$ cat config.mk
export PLATFORM = sky130hd
export DESIGN_NAME = pgwin_xlate
export DESIGN_NICKNAME = d
export VERILOG_FILES = /design/src/rtl/pgwin_pkg.sv /design/src/rtl/pgwin_regs.sv /design/src/rtl/pgwin_decode.sv /design/src/rtl/pgwin_mux.sv /design/src/rtl/pgwin_xlate.sv
export SDC_FILE = /design/constraint.sdc
export NUM_CORES = 1
export LEC_CHECK = 0
export BUFFER_PORTS_ARGS = -buffer_cell sky130_fd_sc_hd__buf_2
export CORE_UTILIZATION = 40
export CTS_CLUSTER_SIZE = 20
export DETAILED_ROUTE_END_ITERATION = 10
export PLACE_DENSITY_LB_ADDON = 0.2
export SYNTH_ARGS = -nofsm -noshare
export SYNTH_HDL_FRONTEND = slang
export SYNTH_SLANG_ARGS = --single-unit
$ cat constraint.sdc
create_clock -name clk -period 1.4 [get_ports clk]
set_input_delay 0.28 -clock clk [delete_from_list [all_inputs] [get_ports clk]]
set_output_delay 0.28 -clock clk [all_outputs]
set_load 0.01 [all_outputs]
$ cat src/rtl/pgwin_pkg.sv
package pgwin_pkg;

    localparam int CPU_AW   = 16;
    localparam int PHY_AW   = 22;
    localparam int PG_W     = 8;
    localparam int REG_AW   = 8;
    localparam int D_SHIFT  = 12;
    localparam int P_SHIFT  = 14;

    localparam logic [REG_AW-1:0] D_OFF = 8'h34;
    localparam logic [REG_AW-1:0] C_OFF = 8'h35;

    // Window tags: upper CPU address bits that identify each window
    localparam logic [CPU_AW-D_SHIFT-1:0] D_TAG = 4'h7;
    localparam logic [CPU_AW-P_SHIFT-1:0] P_TAG = 2'b10;

    typedef enum logic [1:0] {
        WIN_NONE = 2'd0,
        WIN_DATA = 2'd1,
        WIN_PROG = 2'd2
    } win_e;

endpackage

$ cat src/rtl/pgwin_regs.sv
module pgwin_regs
    import pgwin_pkg::*;
#(
    parameter int                PW    = PG_W,
    parameter int                AW    = REG_AW,
    parameter logic [AW-1:0]     DOFF  = D_OFF,
    parameter logic [AW-1:0]     COFF  = C_OFF
) (
    input  logic          clk,
    input  logic          rst_n,
    input  logic          reg_sel,
    input  logic          reg_wr,
    input  logic [AW-1:0] reg_addr,
    input  logic [PW-1:0] reg_wdata,
    output logic [PW-1:0] reg_rdata,
    output logic [PW-1:0] dbank_q,
    output logic [PW-1:0] cbank_q
);

    typedef struct packed {
        logic [PW-1:0] dbank;
        logic [PW-1:0] cbank;
    } bank_t;

    bank_t st_d, st_q;
    logic  wr_en;

    assign wr_en = reg_sel && reg_wr;

    always_comb begin
        st_d = st_q;
        if (wr_en) begin
            if (reg_addr == DOFF) begin
                st_d.dbank = reg_wdata;
            end else if (reg_addr == COFF) begin
                st_d.cbank = reg_wdata;
            end
        end
    end

    always_ff @(posedge clk) begin
        if (!rst_n) begin
            st_q <= '0;
        end else begin
            st_q <= st_d;
        end
    end

    always_comb begin
        if (reg_addr == DOFF) begin
            reg_rdata = st_q.dbank;
        end else if (reg_addr == COFF) begin
            reg_rdata = st_q.cbank;
        end else begin
            reg_rdata = '0;
        end
    end

    assign dbank_q = st_q.dbank;
    assign cbank_q = st_q.cbank;

endmodule

$ cat src/rtl/pgwin_decode.sv
module pgwin_decode
    import pgwin_pkg::*;
#(
    parameter int DS = D_SHIFT,
    parameter int PS = P_SHIFT,
    parameter int CW = CPU_AW
) (
    input  logic [CW-1:DS]      cpu_tag,
    input  logic                dwin_en,
    input  logic                pwin_en,
    output win_e                win,
    output logic                data_hit,
    output logic                prog_hit
);

    logic in_d, in_p;

    assign in_d = (cpu_tag == D_TAG);
    assign in_p = (cpu_tag[CW-1:PS] == P_TAG);

    always_comb begin
        win = WIN_NONE;
        if (dwin_en && in_d) begin
            win = WIN_DATA;
        end else if (pwin_en && in_p) begin
            win = WIN_PROG;
        end
    end

    assign data_hit = (win == WIN_DATA);
    assign prog_hit = (win == WIN_PROG);

endmodule

$ cat src/rtl/pgwin_mux.sv
module pgwin_mux
    import pgwin_pkg::*;
#(
    parameter int CW = CPU_AW,
    parameter int XW = PHY_AW,
    parameter int PW = PG_W,
    parameter int DS = D_SHIFT,
    parameter int PS = P_SHIFT
) (
    input  win_e          win,
    input  logic [CW-1:0] cpu_addr,
    input  logic [PW-1:0] dbank,
    input  logic [PW-1:0] cbank,
    input  logic [XW-DS-PW-1:0] xen,
    output logic [XW-1:0] phys_addr
);

    localparam int D_HI = DS + PW;
    localparam int XE_W = XW - D_HI;

    logic [XE_W-1:0] force_bits;

    // One forced line per expansion-enable bit
    for (genvar i = 0; i < XE_W; i++) begin : g_force
        assign force_bits[i] = xen[i];
    end

    always_comb begin
        phys_addr           = '0;
        phys_addr[CW-1:0]   = cpu_addr;
        unique case (win)
            WIN_DATA: begin
                phys_addr[D_HI-1:DS] = dbank;
                phys_addr[XW-1:D_HI] = force_bits;
            end
            WIN_PROG: begin
                phys_addr[XW-1:PS]   = cbank;
            end
            default: ;
        endcase
    end

endmodule

$ cat src/rtl/pgwin_xlate.sv
module pgwin_xlate
    import pgwin_pkg::*;
(
    input  logic                    clk,
    input  logic                    rst_n,
    input  logic                    reg_sel,
    input  logic                    reg_wr,
    input  logic [REG_AW-1:0]       reg_addr,
    input  logic [PG_W-1:0]         reg_wdata,
    output logic [PG_W-1:0]         reg_rdata,
    input  logic [CPU_AW-1:0]       cpu_addr,
    input  logic                    dwin_en,
    input  logic                    pwin_en,
    input  logic [PHY_AW-D_SHIFT-PG_W-1:0] xen,
    output logic [PHY_AW-1:0]       phys_addr,
    output logic                    data_hit,
    output logic                    prog_hit
);

    logic [PG_W-1:0] dbank_q;
    logic [PG_W-1:0] cbank_q;
    win_e            win;

    pgwin_regs u_regs (
        .clk       (clk),
        .rst_n     (rst_n),
        .reg_sel   (reg_sel),
        .reg_wr    (reg_wr),
        .reg_addr  (reg_addr),
        .reg_wdata (reg_wdata),
        .reg_rdata (reg_rdata),
        .dbank_q   (dbank_q),
        .cbank_q   (cbank_q)
    );

    pgwin_decode u_dec (
        .cpu_tag  (cpu_addr[CPU_AW-1:D_SHIFT]),
        .dwin_en  (dwin_en),
        .pwin_en  (pwin_en),
        .win      (win),
        .data_hit (data_hit),
        .prog_hit (prog_hit)
    );

    pgwin_mux u_mux (
        .win       (win),
        .cpu_addr  (cpu_addr),
        .dbank     (dbank_q),
        .cbank     (cbank_q),
        .xen       (xen),
        .phys_addr (phys_addr)
    );

endmodule

==> impl_metrics.tcl <==
set metrics [dict create \
    cts_buffers 3 \
    whs_path_depth 3 \
    drt_iter0_drc 11 \
    crit_fanout 4 \
    slowest_stage "and4b_1" \
    status "complete, but fails checks" \
    drt_wl_total_mm 2.583 \
    min_period_over_period 1.041 \
    synth_xor_area_frac 0 \
    postSynthAreaPerCell_um2 8.780 \
    htree_levels 1 \
    timing.hold.ws_ns 0.2569 \
    cts-hold-fix-buffers 0 \
    path_common_cell "buf_6" \
    synth_area_mm2 0.001010 \
    die-area_mm2 0.002729 \
    wl_per_cell_um 13.67 \
    ys_top_cells_by_area "dfxtp_1, mux2i_1, buf_4" \
    min_period_ns 1.458 \
    drt_pass1_iterations 4 \
    setup_tns_ns -0.2859 \
    critPathArrivalTime_ns 1.18 \
    yosys_warnings 0 \
    vias 969 \
    hold_viol 0 \
    gp_congestion 0.7964 \
    synth_fa_ha_area_frac 0 \
    ant_nets 0 \
    dp_cells 182 \
    drv_cap 0 \
    grtUsageTotal 0.2107 \
    layout.cells.non_filler 189 \
    cellLeakagePower_uw 0.0007187 \
    synthSimpleGateAreaFrac 0.2230 \
    worst_slew_pin_slew_ns 0.3981 \
    cp-start-kind "input port" \
    antenna_found_initial 0 \
    fp.dieH_um 52.24 \
    worstSetupPathType "in2out" \
    finClkSkew_ns 0 \
    r2r_cells 2 \
    cp-startpoint "dwin_en" \
    fp.dieW_um 52.24 \
    yosysTopAreaCellShare 0.3172 \
    power_density_mw_per_mm2 614.7 \
    nets 203 \
    portBuffers 47 \
    synth_compound_area_frac 0.08674 \
    clk_pin_slew_worst_paths_ns 0.09 \
    crit_path_cell_trace "buf_6 -> and4b_1 -> and2_4 -> buf_6 -> a22o_1 -> buf_2" \
    grt_pass1_wl_mm 4.181 \
    syn2layout_area_growth_pct 36.55 \
    start_util 0.4395 \
    cts_root_buffer "clkbuf_4" \
    synth_seq_cells 16 \
    cts_tree "built" \
    hpwlAfterDp_mm 1.854 \
    crit_end "phys_addr[21]" \
    cts_num_sinks 16 \
    synth_top_family_by_area "multiplexers" \
    synthesis.nets 155 \
    hold_class "in2reg" \
    routed_via_density 5.127 \
    setup_violations 11 \
    cp.required_ns 1.12 \
    overflow 0 \
    critical_path.max_stage_delay_ns 0.20 \
    clk_latency_ns 0.29 \
    rsz0062_at_grt "true" \
    netlist_instances 115 \
    synth.area.mux_share 0.2379 \
    cp-end-kind "primary output" \
    ios 72 \
    synth_cell_types 22 \
    drv_slew 0 \
    cts_buffer_depth 2 \
    violations "setup timing" \
    ys_seq_area_frac 0.3172 \
    worstReg2RegEnd "u_regs.cbank_q[3]" \
    max_freq_ghz 0.6860 \
    slew_headroom 0.7346 \
    r2r_start "u_regs.cbank_q[3]" \
    rrSetupSlack_ns 0.71 \
    finalWorstSetupSlack_ns -0.05780 \
    drcViolationCount 0 \
    first_global_vias 968 \
    drive_above_1_share 0.4658 \
    grt_max_degree 25 \
    core_mm2 0.002297 \
    num_antenna_cells 0 \
    num_rows 17 \
    peakVddDrop_v 0.0003475 \
    yosys.area.top_type "dfxtp_1" \
]
## layer usage
layer / share of wire / global-route usage / vias up
li1: - / - / 474
met5: 0 / 0 / -
met3: 0.058 / 0.03478 / 8
met1: 0.43 / 0.2411 / 454
met2: 0.50 / 0.3803 / 33
met4: 0.014 / 0.09211 / 0
## flip-flops by register name, indices dropped and copies added (netlist names)
name,cells
u_regs.cbank_q,8
u_regs.dbank_q,8
## cell usage in the layout, fill, tap and decap left out, drive strengths merged, types with 2 or more instances in the layout
master  instances
buf            61
nand2          25
mux2i          24
dfxtp          16
nor2            8
a22o            7
inv             3
clkbuf          3
and3b           2
and4b           2
and2            2
## cells in the mapped netlist (all sizes together)
cell type	count
nor4b	1
and4b	2
nor2	8
nand2	25
and2	2
o31a	1
o21ai	1
nand4	1
buf	15
dfxtp	16
clkbuf	3
nand2b	1
inv	3
a22oi	1
a22o	7
mux2i	24
a21oi	1
nand3b	1
and3b	2
## repair_timing
item,CTS,global route
pin swaps,18,3
buffers inserted,2,2
endpoints found under the setup margin,16,16
resized for setup,14,8
## cell type report
| type | count | area (um2) |
|---|---|---|
| fillers | 212 | 918.4 |
| clock buffers | 3 | 22.52 |
| inverters | 3 | 11.26 |
| multi-input cells | 78 | 576.8 |
| well taps | 28 | 35.03 |
| flip-flops and latches | 16 | 320.3 |
| repair buffers | 61 | 412.9 |
## worst min-delay path by stage
| stage | slack (ns) | to | start |
|---|---|---|---|
| 2_1_floorplan | 0.44 | u_regs.cbank_q[0] | reg_wdata[0] |
| 3_3_place_gp | 0.46 | u_regs.dbank_q[5] | u_regs.dbank_q[5] |
| 3_5_place_dp | 0.47 | u_regs.dbank_q[0] | u_regs.dbank_q[0] |
| 4_1_cts | 0.25 | u_regs.cbank_q[0] | reg_wdata[0] |
| 5_1_grt | 0.25 | u_regs.cbank_q[0] | reg_wdata[0] |
| 6_report | 0.26 | u_regs.cbank_q[0] | reg_wdata[0] |
## power breakdown
| group | switching (uW) | internal [uW] |
|---|---|---|
| clock network | 145 | 100 |
| logic | 63.6 | 83.8 |
| registers | 0.237 | 455 |
## stage by stage
step	instance area [um2]	util	power (uW)	setup slack, ns
3_3_place_gp	1242	0.5409	585.1	-0.1595
3_5_place_dp	1242	0.5409	586.9	-0.1597
5_1_grt	1379	0.6002	889.9	-0.08614
6_report	1379	0.6002	847.6	-0.05780
4_1_cts	1339	0.5828	850.3	-0.03629
2_1_floorplan	1010	-	553.9	0.05460
## critical path: cells and delay by family
family	cells	cell delay, ns
simple gates	2	0.35
buf+inv	3	0.35
compound gates	1	0.19
## cells by family (layout without fill, tap and decap cells)
kind of cell           Yosys count  after routing
AOI/OAI and AO/OA               11             11
buffers and inverters           21             67
DFF                             16             16
muxes                           24             24
and+or+nand+nor                 43             43
No activity file was read; power rests on OpenSTA's default activity.
